==> src/rtl/usb_sched_walker.sv <==
module usb_sched_walker #(
  parameter int FL_ENTRIES = 4,
  parameter int ELEMS      = 4,
  parameter int NQH        = 4,
  parameter int PTR_W      = 16,
  parameter int FIDX_W     = 11,
  parameter int EXP_W      = 3,
  parameter int UF_CYCLES  = 1000,
  localparam int FL_AW = $clog2(FL_ENTRIES),
  localparam int EL_AW = $clog2(ELEMS),
  localparam int QH_AW = $clog2(NQH),
  localparam int BUD_W = $clog2(UF_CYCLES + 2)
) (
  input  logic              clk,
  input  logic              rst_n,
  input  logic              sof_i,
  input  logic              pl_we,
  input  logic [FL_AW-1:0]  pl_entry,
  input  logic [EL_AW-1:0]  pl_slot,
  input  logic              pl_valid,
  input  logic [EXP_W-1:0]  pl_exp,
  input  logic [PTR_W-1:0]  pl_ptr,
  input  logic              aq_we,
  input  logic [QH_AW-1:0]  aq_slot,
  input  logic              aq_valid,
  input  logic [PTR_W-1:0]  aq_ptr,
  input  logic [BUD_W-1:0]  async_thr,
  output logic              ex_valid,
  output logic              ex_async,
  output logic [PTR_W-1:0]  ex_ptr,
  input  logic              ex_ready,
  input  logic              ex_done,
  output logic [FIDX_W-1:0] frame_idx,
  output logic [2:0]        uframe
);
  localparam int MA_W  = FL_AW + EL_AW;
  localparam int MEM_D = FL_ENTRIES * ELEMS;

  typedef enum logic [2:0] {S_IDLE, S_PER, S_ASY, S_OFFER, S_WAIT} st_t;

  st_t               state;
  logic              pend, ret_per;
  logic [2:0]        cur_uf;
  logic [FIDX_W-1:0] cur_f;
  logic [BUD_W-1:0]  budget;
  logic [EL_AW-1:0]  slot;
  logic [QH_AW-1:0]  rr;
  logic [PTR_W-1:0]  ptr_q;
  logic              async_q;

  logic              pt_v [MEM_D];
  logic [EXP_W-1:0]  pt_e [MEM_D];
  logic [PTR_W-1:0]  pt_p [MEM_D];
  logic              rg_v [NQH];
  logic [PTR_W-1:0]  rg_p [NQH];

  // periodic table and ring storage
  always_ff @(posedge clk) begin
    if (!rst_n) begin
      for (int i = 0; i < MEM_D; i++) pt_v[i] <= 1'b0;
      for (int i = 0; i < NQH; i++) rg_v[i] <= 1'b0;
    end else begin
      if (pl_we) pt_v[{pl_entry, pl_slot}] <= pl_valid;
      if (aq_we) rg_v[aq_slot] <= aq_valid;
    end
  end

  always_ff @(posedge clk) begin
    if (pl_we) begin
      pt_e[{pl_entry, pl_slot}] <= pl_exp;
      pt_p[{pl_entry, pl_slot}] <= pl_ptr;
    end
    if (aq_we) rg_p[aq_slot] <= aq_ptr;
  end

  // periodic slot evaluation
  logic [MA_W-1:0]   rd_a;
  logic [FIDX_W-1:0] fmask;
  logic              due;
  assign rd_a  = {cur_f[FL_AW-1:0], slot};
  assign fmask = (FIDX_W'(1) << pt_e[rd_a]) - FIDX_W'(1);
  assign due   = pt_v[rd_a] && ((cur_f & fmask) == '0);

  // round-robin search over the ring
  logic             found;
  logic [QH_AW-1:0] pick;
  always_comb begin
    logic [QH_AW-1:0] idx;
    found = 1'b0;
    pick  = '0;
    idx   = '0;
    for (int k = 1; k <= NQH; k++) begin
      idx = rr + QH_AW'(k);
      if (!found && rg_v[idx]) begin
        found = 1'b1;
        pick  = idx;
      end
    end
  end

  logic       start_now, slot_last, bud_ok;
  logic [2:0] nuf;
  st_t        st_new;
  assign start_now = sof_i | pend;
  assign nuf       = sof_i ? 3'(cur_uf + 3'd1) : cur_uf;
  assign st_new    = (nuf == 3'd0) ? S_PER : S_ASY;
  assign slot_last = (slot == EL_AW'(ELEMS - 1));
  assign bud_ok    = (budget >= async_thr);

  always_ff @(posedge clk) begin
    if (!rst_n) begin
      state   <= S_IDLE;
      pend    <= 1'b0;
      ret_per <= 1'b0;
      cur_uf  <= 3'd7;
      cur_f   <= '1;
      budget  <= '0;
      slot    <= '0;
      rr      <= QH_AW'(NQH - 1);
      ptr_q   <= '0;
      async_q <= 1'b0;
    end else begin
      if (sof_i) begin
        cur_uf <= 3'(cur_uf + 3'd1);
        if (cur_uf == 3'd7) cur_f <= cur_f + FIDX_W'(1);
        budget <= BUD_W'(UF_CYCLES);
      end else if (budget != '0) begin
        budget <= budget - BUD_W'(1);
      end

      unique case (state)
        S_IDLE: if (start_now) begin
          pend <= 1'b0; slot <= '0; state <= st_new;
        end
        S_PER: begin
          if (start_now) begin
            pend <= 1'b0; slot <= '0; state <= st_new;
          end else if (due) begin
            ptr_q <= pt_p[rd_a]; async_q <= 1'b0; ret_per <= 1'b1;
            state <= S_OFFER;
          end else if (slot_last) begin
            state <= S_ASY;
          end else begin
            slot <= slot + EL_AW'(1);
          end
        end
        S_ASY: begin
          if (start_now) begin
            pend <= 1'b0; slot <= '0; state <= st_new;
          end else if (!bud_ok) begin
            state <= S_IDLE;
          end else if (found) begin
            ptr_q <= rg_p[pick]; async_q <= 1'b1; ret_per <= 1'b0;
            rr <= pick;
            state <= S_OFFER;
          end
        end
        S_OFFER: begin
          if (sof_i) pend <= 1'b1;
          if (ex_ready) state <= S_WAIT;
        end
        S_WAIT: begin
          if (ex_done) begin
            if (start_now) begin
              pend <= 1'b0; slot <= '0; state <= st_new;
            end else if (ret_per && !slot_last) begin
              slot <= slot + EL_AW'(1); state <= S_PER;
            end else begin
              state <= S_ASY;
            end
          end else if (sof_i) begin
            pend <= 1'b1;
          end
        end
        default: state <= S_IDLE;
      endcase
    end
  end

  assign ex_valid  = (state == S_OFFER);
  assign ex_ptr    = ptr_q;
  assign ex_async  = async_q;
  assign frame_idx = cur_f;
  assign uframe    = cur_uf;

  p_offer_hold_r8: assert property (@(posedge clk) disable iff (!rst_n)
    ex_valid && !ex_ready |=> ex_valid && $stable(ex_ptr) && $stable(ex_async));

  p_single_flight_r8: assert property (@(posedge clk) disable iff (!rst_n)
    ex_valid && ex_ready |=> !ex_valid);

  p_frame_step_r2: assert property (@(posedge clk) disable iff (!rst_n)
    sof_i && uframe == 3'd7 |=> frame_idx == $past(frame_idx) + FIDX_W'(1) && uframe == 3'd0);

  p_counters_hold_r2: assert property (@(posedge clk) disable iff (!rst_n)
    !sof_i |=> $stable(uframe) && $stable(frame_idx));

  p_periodic_uf0_r3: assert property (@(posedge clk) disable iff (!rst_n)
    $rose(ex_valid) && !ex_async |-> uframe == 3'd0);

  p_budget_gate_r7: assert property (@(posedge clk) disable iff (!rst_n)
    $rose(ex_valid) && ex_async |-> $past(budget) >= $past(async_thr));
endmodule

==> config.mk <==
export PLATFORM = sky130hd
export DESIGN_NAME = usb_sched_walker
export DESIGN_NICKNAME = d
export VERILOG_FILES = /design/src/rtl/usb_sched_walker.sv
export SDC_FILE = /design/constraint.sdc
export NUM_CORES = 1
export LEC_CHECK = 0
export BUFFER_PORTS_ARGS = -buffer_cell sky130_fd_sc_hd__buf_4
export CAP_MARGIN = 15
export CORE_UTILIZATION = 25
export DETAILED_ROUTE_END_ITERATION = 16
export REMOVE_ABC_BUFFERS = 1
export SYNTH_ARGS = -nofsm -noshare
export SYNTH_HDL_FRONTEND = slang
export SYNTH_SLANG_ARGS = --single-unit
==> constraint.sdc <==
create_clock -name clk -period 7.6 [get_ports clk]
set_clock_uncertainty 0.05 [all_clocks]
set_input_delay 0.38 -clock clk [delete_from_list [all_inputs] [get_ports clk]]
set_output_delay 0.38 -clock clk [all_outputs]
set_load 0.02 [all_outputs]
==> out/qor.csv <==
stage,metric,value,unit
grt,grt_max_degree,70,
pwr,ir_drop,0.1852,mV
synth,synth_top_family_by_area,multiplexers,
clocking,cts_buffers,42,
sta,hold_slack,0.06106,ns
grt,grt_use_met3,2.048,%
pwr,leakagePower,0.006902,uW
detailed_routing,drt_pass1_iterations,4,
sta,finalSetupViolCount,0,
sta,hold_viol_final,0,
die,die-area,0.07259,sq mm
place,gp_congestion,0.7201,
synth,synth_top_cell_by_area,edfxtp_1,
detailed_routing,drtAntennaViolNets,0,
clocking,cts.htree.levels,2,
sta,tns,0,ns
clocking,cts_tree,yes,
detailed_routing,drt-total-wl,40820,um
synth,synth_edf_count,369,
detailed_routing,vias,9527,
clocking,root_buffer,clkbuf_16,
clocking,insertion_delay,0.56,ns
synth,avgSynthCellArea,17.39,sq um
die,start_util,25.40,%
worst_setup_path,crit_path_end_kind,flip-flop,
die,core-area,0.07039,sq mm
synth,synth_warnings,0,
sta,slew_violations,0,
detailed_routing,drc_errors,0,
sta,rsz0062_at_grt,no,
finish,fillCellCount,6932,
die,placementRows,97,
die,die_h,269.4,um
pwr,power_frac_seq,50.3,%
finish,fin_nets,1211,
worst_setup_path,required,7.99,ns
pwr,internal_power,4246,uW
finish,syn_to_final_growth,18.82,%
die,die_x,269.4,um
synth,synth.yosys.seq_area_share,69.93,%
sta,fmax,200.4,MHz
pwr,switching_share,23.70,%
grt,met2_usage,20.07,%
pwr,p_comb_share,12.3,%
detailed_routing,wl_per_cell,19.37,um
synth,synth-xor-area-share,0.6369,%
sta,finalCritPeriodShare,65.67,%
min_path,worstHoldPathType,in2reg,
synth,ys_async_sr_fraction,0,%
pwr,p_per_area,262.0,mW/mm^2
synth,synth_cell_types,59,
pwr,clockPowerShare,37.5,%
finish,drive_above_1_share,25.71,%
grt,grt_antenna_before_repair,4,
finish,multi_input_area,0.005200,sq mm
sta,slew_headroom,33.13,%
worst_setup_path,critical_path_arrival,5.38,ns
finish,antenna-diode-count,0,
clocking,clock_sinks,440,
grt,grt_pass1_wl,62140,um
grt,grt_busiest_layer,met2,
synth,synth_common_cells,"369 x edfxtp_1, 107 x mux4_2, 71 x dfxtp_1, 58 x nand2_1, 46 x nor2_1",
worst_setup_path,path_max_fanout,50,
synth,synth_area,0.01788,sq mm
synth,synthCells,1028,
sta,tightest_slew,1.003,ns
pwr,p_sw,1319,uW
synth,synth_top_area_share,61.98,%
grt,gr-total-overflow,0,
grt,use_met1,13.55,%
clocking,clk_pin_slew,0.06,ns
grt,grt_pass1_vias,10009,
synth,muxShareOfSynthArea,15.15,%
synth,synthSimpleGateAreaFrac,7.005,%
synth,synth_compound_area_share,4.493,%
worst_setup_path,startpoint_type,flip-flop,
clocking,cts_buffer_depth,3,
outcome,outcome,"finished, final reports clean",
synth,ys.flop_type,edfxtp_1,
detailed_routing,dr.first_iter.drc_count,575,
synth,yosysMostFrequentCell,edfxtp_1,
place,port_buffers,91,
synth,synthAdderAreaFrac,1.120,%
grt,grtUsageTotal,11.15,%
sta,min_period,4.991,ns
place,dpl.hpwl,24340,um
worst_setup_path,critPathKind,reg2reg,
flow_run,drv_cap,0,
die,ioPinCount,92,
synth,synthTopCellsByArea,"edfxtp_1 62%, mux4_2 13%, dfxtp_1 8.0%, nor2b_1 1.4%, nand2_1 1.2%",
detailed_routing,via_per_inst,4.522,
clocking,cts_resized,0,
finish,seq_area,0.01251,sq mm
synth,synth-seq-cells,440,
-- routing by layer --
layer  up-vias  routed length (um)
li1       4296                   -
met1      4990               17010
met2       180               21220
met3        55                1871
met4         6                 674
met5         -                  40
-- sequential cells by signal, summed over array words and instances, names as in the netlist, 2 cells and up, named ones only --
name,count
budget,10
ex_ptr,16
frame_idx,11
pt_e,48
pt_p,256
pt_v,16
rg_p,64
rg_v,4
rr,2
slot,2
state,3
uframe,3
-- layout make-up --
type / count / area share, %
flip-flops and latches: 440 / 58.89
multi-input cells: 516 / 24.48
well taps: 940 / 5.537
clock buffers: 54 / 5.354
repair buffers: 119 / 4.394
clock inverters: 22 / 1.060
inverters: 16 / 0.2827
-- power groups by stage --
stage	clock (uW)	combinational, uW	sequential [uW]
finish	2080	683	2800
global route	2210	746	2810
global placement	0	672	2850
CTS	2130	694	2800
floorplan	0	441	2860
detailed placement	0	683	2850
-- critical path: stages (launching register included) --
cell	delay (ns)
dfxtp_4	0.95
mux4_1	0.65
mux2_2	0.30
nand2_1	0.09
o21ai_0	0.16
nand2b_1	0.22
ha_1	0.28
or3_1	0.34
o221a_1	0.24
o41ai_2	0.48
nand3b_4	0.41
and3_1	0.36
o31a_1	0.29
-- layout by cell type (no fill, tap or decap), drive strengths merged, types with 3 or more instances in the layout --
cell / count
or3: 3
and3: 23
nor3: 13
o21a: 4
xnor2: 6
mux2: 3
nand4: 5
clkbuf: 54
o21ai: 29
nor2: 46
nand3b: 8
and2: 4
mux2i: 16
o31a: 17
a21oi: 15
a31oi: 8
nor2b: 41
xor2: 7
a21boi: 18
dlygate4sd3: 16
o211ai: 4
bufinv: 4
ha: 16
nand2: 58
nor4: 4
nand2b: 9
buf: 103
clkinv: 15
dfxtp: 71
inv: 18
a211oi: 3
edfxtp: 369
mux4: 111
nor3b: 3
nand3: 17
-- worst paths after layout --
path                            slack (ns)   endpoint  depth (start not counted)      from
worst max-delay path                  2.61  ex_ptr[0]                         12   slot[0]
worst min-delay path                  0.06    rg_v[0]                          3  aq_valid
worst max register to register        2.61  ex_ptr[0]                         12   slot[0]
worst min register to register        0.44    pt_v[5]                          2   pt_v[5]
-- cell families after synthesis --
family | count (synthesis)
AOI/OAI and AO/OA | 116
xor gates and xnor gates | 13
adders and majority gates | 16
buffers and inverters | 72
DFF | 440
muxes | 130
and+or+nand+nor | 241
-- per-stage QoR --
step,std cells,setup slack [ns],util (%),area [sq um],total power (uW)
after CTS,2107,2.509,30.18,21240,5626
final,2107,2.609,30.18,21240,5565
after global routing,2107,2.197,30.18,21240,5772
after detailed placement,2015,2.523,28.01,19720,3537
after global placement,2015,2.697,28.01,19720,3519
after floorplan,972,0.4778,-,17640,3304
-- timing repair --
| action | in CTS | in global routing |
|---|---|---|
| buffers inserted | 0 | 0 |
| endpoints found under the hold margin | 64 | 0 |
| hold buffers | 16 | 0 |
(Power assumes the default switching activity.)
